--- src/rtl/cnt_pkg.sv ---
package cnt_pkg;
   localparam int unsigned DEF_STAGE_W = 4;
   localparam int unsigned DEF_STAGES  = 2;
   localparam int unsigned DEF_SYNC    = 2;

   // Next-state control for one stage, in priority order.
   typedef enum logic [1:0] {
      OP_HOLD  = 2'd0,
      OP_COUNT = 2'd1,
      OP_PRESET = 2'd2
   } stage_op_e;

   function automatic stage_op_e pick_op(input logic load_n, input logic ep, input logic et);
      if (!load_n)        return OP_PRESET;
      else if (ep && et)  return OP_COUNT;
      else                return OP_HOLD;
   endfunction
endpackage

--- src/rtl/cnt_clr_sync.sv ---
module cnt_clr_sync #(
   parameter int unsigned SYNC_STAGES = cnt_pkg::DEF_SYNC
) (
   input  logic clk,
   input  logic clear_n,
   output logic rst_n
);
   generate
      if (SYNC_STAGES == 0) begin : g_bypass
         assign rst_n = clear_n;
      end else begin : g_sync
         localparam logic [SYNC_STAGES-1:0] ONE = SYNC_STAGES'(1);
         logic [SYNC_STAGES-1:0] sh;
         always_ff @(posedge clk or negedge clear_n) begin
            if (!clear_n) sh <= '0;
            else          sh <= (sh << 1) | ONE;
         end
         assign rst_n = sh[SYNC_STAGES-1];
      end
   endgenerate
endmodule

--- src/rtl/cnt_stage.sv ---
module cnt_stage #(
   parameter int unsigned STAGE_W = cnt_pkg::DEF_STAGE_W
) (
   input  logic               clk,
   input  logic               rst_n,
   input  logic               load_n,
   input  logic               en_p,
   input  logic               en_t,
   input  logic [STAGE_W-1:0] din,
   output logic [STAGE_W-1:0] q,
   output logic               rco
);
   import cnt_pkg::*;

   stage_op_e op;
   assign op = pick_op(load_n, en_p, en_t);

   always_ff @(posedge clk or negedge rst_n) begin
      if (!rst_n) q <= '0;
      else begin
         case (op)
            OP_PRESET: q <= din;
            OP_COUNT:  q <= q + 1'b1;
            default:   q <= q;
         endcase
      end
   end

   assign rco = en_t & (&q);

   // first sampled edge after release still shows the cleared value
   p_release_zero_r9: assert property (@(posedge clk) disable iff (!rst_n)
      $rose(rst_n) |-> (q == '0));
   // preset copies data regardless of enables
   p_preset_r2: assert property (@(posedge clk) disable iff (!rst_n)
      !load_n |=> (q == $past(din)));
   // counting step
   p_step_r3: assert property (@(posedge clk) disable iff (!rst_n)
      (load_n && en_p && en_t) |=> (q == STAGE_W'($past(q) + 1'b1)));
   // hold when either enable is low
   p_hold_r4: assert property (@(posedge clk) disable iff (!rst_n)
      (load_n && !(en_p && en_t)) |=> $stable(q));
endmodule

--- src/rtl/cnt_chain.sv ---
module cnt_chain #(
   parameter int unsigned STAGE_W         = cnt_pkg::DEF_STAGE_W,
   parameter int unsigned STAGES          = cnt_pkg::DEF_STAGES,
   parameter int unsigned RST_SYNC_STAGES = cnt_pkg::DEF_SYNC
) (
   input  logic                        clk,
   input  logic                        clear_n,
   input  logic                        load_n,
   input  logic                        en_p,
   input  logic                        en_t,
   input  logic [STAGES*STAGE_W-1:0]   data_in,
   output logic [STAGES*STAGE_W-1:0]   count,
   output logic                        carry_out
);
   localparam int unsigned TOT_W = STAGES * STAGE_W;

   generate
      if (STAGE_W < 1) begin : g_bad_width
         $error("cnt_chain: STAGE_W must be at least 1");
      end
      if (STAGES < 1) begin : g_bad_stages
         $error("cnt_chain: STAGES must be at least 1");
      end
      if (RST_SYNC_STAGES > 8) begin : g_bad_sync
         $error("cnt_chain: RST_SYNC_STAGES must not exceed 8");
      end
   endgenerate

   logic              rst_int_n;
   logic [STAGES:0]   t_chain;

   cnt_clr_sync #(.SYNC_STAGES(RST_SYNC_STAGES)) u_sync (
      .clk    (clk),
      .clear_n(clear_n),
      .rst_n  (rst_int_n)
   );

   assign t_chain[0] = en_t;

   generate
      for (genvar k = 0; k < STAGES; k++) begin : g_stage
         cnt_stage #(.STAGE_W(STAGE_W)) u_stage (
            .clk   (clk),
            .rst_n (rst_int_n),
            .load_n(load_n),
            .en_p  (en_p),
            .en_t  (t_chain[k]),
            .din   (data_in[k*STAGE_W +: STAGE_W]),
            .q     (count[k*STAGE_W +: STAGE_W]),
            .rco   (t_chain[k+1])
         );
      end
   endgenerate

   assign carry_out = t_chain[STAGES];

   // carry agrees with the full count and en_t
   p_carry_r6: assert property (@(posedge clk) disable iff (!clear_n)
      carry_out == (en_t && (count == {TOT_W{1'b1}})));
   // clear forces zero output
   p_clear_zero_r1: assert property (@(posedge clk) disable iff (clear_n)
      (count == '0) && !carry_out);
   // chained stages step as one wide counter
   p_cascade_r8: assert property (@(posedge clk) disable iff (!rst_int_n)
      (load_n && en_p && en_t) |=> (count == TOT_W'($past(count) + 1'b1)));
   // wrap from all ones to zero
   p_wrap_r7: assert property (@(posedge clk) disable iff (!rst_int_n)
      (load_n && en_p && en_t && (count == {TOT_W{1'b1}})) |=> (count == '0));
endmodule

--- config.mk ---
export PLATFORM = sky130hd
export DESIGN_NAME = cnt_chain
export DESIGN_NICKNAME = d
export VERILOG_FILES = /design/src/rtl/cnt_pkg.sv /design/src/rtl/cnt_clr_sync.sv /design/src/rtl/cnt_stage.sv /design/src/rtl/cnt_chain.sv
export SDC_FILE = /design/constraint.sdc
export NUM_CORES = 1
export LEC_CHECK = 0
export CAP_MARGIN = 0
export CORE_AREA = 2 2 39 41
export DETAILED_ROUTE_END_ITERATION = 7
export DIE_AREA = 0 0 41 43
export DONT_BUFFER_PORTS = 1
export HOLD_SLACK_MARGIN = 0.1
export PLACE_DENSITY_LB_ADDON = 0.3
export SYNTH_ARGS = -nofsm -noshare
export SYNTH_HDL_FRONTEND = slang
export SYNTH_HIERARCHICAL = 1
export SYNTH_SLANG_ARGS = --single-unit
export TNS_END_PERCENT = 5
--- constraint.sdc ---
create_clock -name clk -period 4.4 [get_ports clk]
set_clock_uncertainty 0.2 [all_clocks]
set_input_delay 0.88 -clock clk [delete_from_list [all_inputs] [get_ports clk]]
set_output_delay 0.88 -clock clk [all_outputs]
set_load 0.03 [all_outputs]
==> results of run 1 <==
-- worst max path at each step --
stage / to / startpoint / cells past startpoint
floorplan: carry_out / en_t / 2
global placement: carry_out / en_t / 2
detailed placement: carry_out / en_t / 2
CTS: carry_out / g_stage[0].u_stage/q[0] / 3
global route: carry_out / g_stage[0].u_stage/q[0] / 3
finish: carry_out / g_stage[0].u_stage/q[0] / 3
-- worst max-delay path: stages (launching register included) --
cell	delay, ns
sky130_fd_sc_hd__dfrtp_1	0.56
sky130_fd_sc_hd__ha_1	0.24
sky130_fd_sc_hd__and4_2	0.24
sky130_fd_sc_hd__and4_2	0.34
-- synth_stat cells --
library cell | instances | area [sq um]
sky130_fd_sc_hd__a21oi_1 | 6 | 30.03
sky130_fd_sc_hd__a31oi_1 | 2 | 12.51
sky130_fd_sc_hd__and4_2 | 2 | 20.02
sky130_fd_sc_hd__clkbuf_1 | 2 | 7.510
sky130_fd_sc_hd__conb_1 | 1 | 3.750
sky130_fd_sc_hd__dfrtp_1 | 10 | 250.2
sky130_fd_sc_hd__ha_1 | 2 | 25.02
sky130_fd_sc_hd__mux2i_1 | 2 | 20.02
sky130_fd_sc_hd__nand2_2 | 2 | 12.51
sky130_fd_sc_hd__nand3_1 | 4 | 20.02
sky130_fd_sc_hd__nor2_1 | 8 | 30.03
sky130_fd_sc_hd__o21ai_0 | 2 | 10.01
sky130_fd_sc_hd__or3_1 | 2 | 12.51
sky130_fd_sc_hd__xor2_1 | 4 | 35.03
-- report_power, final --
group / internal, mW / switching, mW
Combinational: 0.0116 / 0.0116
Clock: 0.0313 / 0.0261
Sequential: 0.101 / 0.0258
Total: 0.143 / 0.0636
-- cell type report --
cell class,instances,area (sq um)
Tap cell,16,20.02
Multi-Input combinational cell,37,231.5
Fill cell,146,849.6
Clock buffer,3,22.52
Sequential cell,10,250.2
Timing Repair Buffer,1,10.01
-- per-stage QoR --
| stage | total power [mW] | util | hold WS, ns | area, sq um | worst slack, ns |
|---|---|---|---|---|---|
| 2_1_floorplan | 0.1471 | - | -0.1054 | 489.2 | 1.870 |
| 3_3_place_gp | 0.1509 | 0.3626 | -0.06059 | 501.7 | 1.856 |
| 3_5_place_dp | 0.1516 | 0.3626 | -0.06384 | 501.7 | 1.850 |
| 4_1_cts | 0.2122 | 0.3861 | 0.1092 | 534.3 | 1.661 |
| 5_1_grt | 0.2220 | 0.3861 | 0.1009 | 534.3 | 1.599 |
| 6_report | 0.2071 | 0.3861 | 0.1217 | 534.3 | 1.689 |
-- state kept, by name, summed over array words and instances, names as in the netlist --
name and flops:
g_stage.u_stage/q 8, u_sync/g_sync.sh 2
-- logic make-up (layout without fill, tap and decap cells) --
family          after synthesis  after routing  synth area share
other cells                   1              1          0.007665
simple gates                 18             18            0.1944
buf+inv                       2              4           0.01535
mux                           2              2           0.04092
xor+xnor                      4              4           0.07160
flops                        10             10            0.5115
compound gates               10             10            0.1074
fa+ha+maj                     2              2           0.05114
-- per-layer routing --
metal / vias up / share of wire
li1: 181 / -
met1: 167 / 0.43
met2: 11 / 0.48
met3: 0 / 0.092
met4: 0 / 0
met5: - / 0
==> impl_metrics.tcl, run 1 <==
set metrics [dict create \
    post_cts_setup_inserts 0 \
    syn_nets 64 \
    die_w_um 41 \
    pin_count_of_the_biggest_net_entering_global_routing 17 \
    antennaDiodeCount 0 \
    worst_setup_hold_path_clk_slew_ns 0.06 \
    rr_endpoint "g_stage[1].u_stage/q[3]" \
    route.final.wire_length_um 865 \
    seq_area_frac_synth 0.5115 \
    place.port_buffers 0 \
    hold_viol 0 \
    synth_cell_type_count 14 \
    dp_hpwl_um 698.7 \
    reported_leakage_power_nw 0.2236 \
    design.die.area_sq_um 1763 \
    postRouteAntennaNets 0 \
    clock_tree.root_cell "sky130_fd_sc_hd__clkbuf_4" \
    cp-end-kind "primary output" \
    max_clock_freq_mhz 368.8 \
    layout_min_cycle_time_ns 2.712 \
    postSynthCellCount 49 \
    met1_resource_use_gr 0.1414 \
    peak_ir_drop_on_the_vdd_network_v 0.0001465 \
    grt_use_met2 0.1719 \
    routabilityCongestion 0.5878 \
    final-instance-count-excl-fill 67 \
    detail_route.iter0.violations 2 \
    final_layout_size_suffix_gt1_frac 0.1373 \
    initial_core_utilization 0.3535 \
    clock_insertion_delay_worst_skew_ns 0.25 \
    clk_path_buf_depth 2 \
    share_of_the_cycle_needed_by_the_critical_path_after_routing 0.6163 \
    cp-start-kind "flop" \
    route.detailed.drc 0 \
    synthesis.yosys.warnings 6 \
    vias_per_cell 5.358 \
    core.rowCount 14 \
    tritoncts_num_sinks 10 \
    synthToLayoutAreaGrowth_pct 9.207 \
    post_synth_instance_area_sq_um 489.2 \
    run_status "finished clean" \
    route.detailed.wl_per_inst_um 12.91 \
    nNetsFinal 68 \
    design.portCount 22 \
    wp_data_required_ns 3.32 \
    r2r_cells 5 \
    setup_total_negative_slack_ns 0 \
    grt.total_usage 0.1202 \
    top_usage_layer "met2" \
    worstPathArrival_ns 1.63 \
    h-tree-depth 1 \
    leading_cell_type_in_the_layout_fill_and_taps_excluded "sky130_fd_sc_hd__dfrtp_1" \
    critPathKind "flop to primary output" \
    grt_pass1_wl_um 1380 \
    grt_pass1_vias 355 \
    cts_tree "done" \
    power-per-cell-area_nw_per_um2 387.5 \
    timing.hold.worst.class "input pin to asynchronous set/reset pin" \
    maxCapViolCount 0 \
    core_area_sq_um 1384 \
    vias_post_dr 359 \
    global_route.overflow_total 0 \
    grt_use_met3 0.06283 \
    r2r_setup_slk_ns 2.49 \
    numCtsBuffers 3 \
    post_cts_resize_count 0 \
    synth_area_per_cell_sq_um 9.984 \
    synth_seq_cells 10 \
    worst_r2r_startpoint "g_stage[0].u_stage/q[0]" \
    mostFrequentLayoutCells "sky130_fd_sc_hd__dfrtp_1, sky130_fd_sc_hd__nor2_1, sky130_fd_sc_hd__a21oi_1" \
    finalSetupViolCount 0 \
    dpl.cell_count 63 \
    initial_antenna_violation_count 0 \
    setup_repair_after_global_routing_missed_its_margin "false" \
    die_height_um 43 \
    drtPass1Iterations 3 \
    slew_violations 0 \
    cts-hold-fix-buffers 1 \
    cp_max_fo 4 \
]
Note: power is estimated with default switching activity, not from simulation.
==> run 2, diff against run 1 <==
==> constraint.sdc (replaced) <==
create_clock -name clk -period 2.75 [get_ports clk]
set_clock_uncertainty 0.2 [all_clocks]
set_input_delay 0.55 -clock clk [delete_from_list [all_inputs] [get_ports clk]]
set_output_delay 0.55 -clock clk [all_outputs]
set_load 0.03 [all_outputs]
==> run 2 against run 1 <==
Net effect:
- global-route usage increased by 0.79 points
- non-clock buffer count increased by 1
- design area increased by 1.9%
- utilization increased by 0.72 points
- worst hold slack improved by 0.034 ns
- cell count increased by 1.5%
- sequential power increased by 61%
- sequential share of layout area decreased by 0.86 points
- via count decreased by 2.8%
- critical path depth unchanged
- count of clock-buffer cells in the layout unchanged
- wire length increased by 3.8%
==> impl_metrics.tcl, run 2 (synthesized netlist as in run 1, its figures left out) <==
set metrics [dict create \
    grt.total_usage 0.1280 \
    initial_core_utilization 0.3535 \
    core_area_sq_um 1384 \
    setup_repair_after_global_routing_missed_its_margin "false" \
    die_height_um 43 \
    cp_max_fo 4 \
    postRouteAntennaNets 0 \
    vias_per_cell 5.132 \
    dp_hpwl_um 704 \
    setup_total_negative_slack_ns 0 \
    path_cells "ha_1 -> and4_2 -> and4_2" \
    layout_min_cycle_time_ns 2.376 \
    maxCapViolCount 0 \
    design.portCount 22 \
    clock_insertion_delay_worst_skew_ns 0.25 \
    critical-path-top-cell-by-count "sky130_fd_sc_hd__and4_2" \
    post_cts_resize_count 0 \
    critical_path.n_buffers_inverters 0 \
    numCtsBuffers 3 \
    detail_route.iter0.violations 3 \
    global_route.overflow_total 0 \
    die_w_um 41 \
    worstHoldPathCells 0 \
    r2r_cells 5 \
    timing.hold.worst.class "flop to flop" \
    cp-end-kind "primary output" \
    largest_register_ff_count 8 \
    final_layout_size_suffix_gt1_frac 0.1346 \
    route.detailed.drc 0 \
    tritoncts_num_sinks 10 \
    grt_pass1_vias 360 \
    wp_data_required_ns 2.00 \
    slew_violations 0 \
    vias_post_dr 349 \
    drtPass1Iterations 3 \
    crit_path_top_delay_cell "sky130_fd_sc_hd__dfrtp_1" \
    peak_ir_drop_on_the_vdd_network_v 0.0003112 \
    pin_count_of_the_biggest_net_entering_global_routing 17 \
    cp-start-kind "flop" \
    cts_tree "done" \
    worst_path_dominant_cell_family "simple AND/OR/NAND/NOR gates" \
    nNetsFinal 69 \
    final-instance-count-excl-fill 68 \
    share_of_the_cycle_needed_by_the_critical_path_after_routing 0.8641 \
    clock_tree.root_cell "sky130_fd_sc_hd__clkbuf_4" \
    reg_top3 "g_stage.u_stage/q: 8 flops, u_sync/g_sync.sh: 2 flops" \
    hold_viol 0 \
    initial_antenna_violation_count 0 \
    grt_pass1_wl_um 1490 \
    finalCoreUtilization 0.3933 \
    power-per-cell-area_nw_per_um2 611.1 \
    finalSetupViolCount 0 \
    leading_cell_type_in_the_layout_fill_and_taps_excluded "sky130_fd_sc_hd__dfrtp_1" \
    route.final.wire_length_um 898 \
    antennaDiodeCount 0 \
    worst_setup_hold_path_clk_slew_ns 0.06 \
    clk_path_buf_depth 2 \
    crit_path_max_incr_delay_ns 0.55 \
    h-tree-depth 1 \
    run_status "finished clean" \
    total_power_mw 0.3326 \
    design.die.area_sq_um 1763 \
    detailed_place.area_sq_um 501.7 \
    post_cts_setup_inserts 0 \
    dpl.cell_count 63 \
    layout.filler_cells 144 \
    route.detailed.wl_per_inst_um 13.21 \
    mostFrequentLayoutCells "sky130_fd_sc_hd__dfrtp_1, sky130_fd_sc_hd__nor2_1, sky130_fd_sc_hd__a21oi_1" \
    max_clock_freq_mhz 420.8 \
    largest-register "g_stage.u_stage/q" \
    layout.cell_area.non_filler_sq_um 544.3 \
    critPathKind "flop to primary output" \
    place.port_buffers 0 \
    reported_leakage_power_nw 0.2278 \
    worstPathArrival_ns 1.63 \
    synthToLayoutAreaGrowth_pct 11.25 \
    core.rowCount 14 \
    critical_path_cell_count 3 \
    routabilityCongestion 0.6323 \
]
==> run 2: what timing repair did <==
action | 4_1_cts | 5_1_grt
hold buffers | 2 | 0
setup endpoints to repair | 0 | 0
endpoints found under the hold margin | 10 | 0
==> run 2: area by class of cell <==
cell class,instances,area [sq um],area share
Timing Repair Buffer,2,20.02,0.03678
Multi-Input combinational cell,37,231.5,0.4253
Clock buffer,3,22.52,0.04138
Tap cell,16,20.02,0.03678
Sequential cell,10,250.2,0.4598
==> run 2: final timing paths <==
check / startpoint / end / slack, ns
max in group asynchronous: u_sync/g_sync.sh[1] / g_stage[0].u_stage/q[1] / 1.59
setup / recovery: g_stage[0].u_stage/q[1] / carry_out / 0.37
hold reg to reg: u_sync/g_sync.sh[0] / u_sync/g_sync.sh[1] / 0.16
hold / removal: u_sync/g_sync.sh[0] / u_sync/g_sync.sh[1] / 0.16
min in group asynchronous: clear_n / u_sync/g_sync.sh[0] / 0.33
setup reg to reg: g_stage[0].u_stage/q[1] / g_stage[1].u_stage/q[3] / 0.85
==> run 2: routing by layer <==
layer	vias to the layer above	GRT usage	wire length (um)
met5	-	0	0
met4	0	0.04000	0
met3	0	0.06806	66
met2	11	0.1969	440
met1	159	0.1472	391
li1	179	-	-
==> run 2: power by group <==
part | switching (mW) | internal (mW)
logic | 0.0189 | 0.0196
clock network | 0.0414 | 0.0501
registers | 0.0417 | 0.161
==> run 2: through the flow <==
| stage | worst slack (ns) | hold slack (ns) |
|---|---|---|
| after global routing | 0.2958 | 0.1624 |
| after global placement | 0.6428 | -0.05548 |
| after floorplan | 0.6938 | -0.1054 |
| after CTS | 0.3520 | 0.1577 |
| final | 0.3736 | 0.1558 |
| after detailed placement | 0.6277 | -0.06010 |
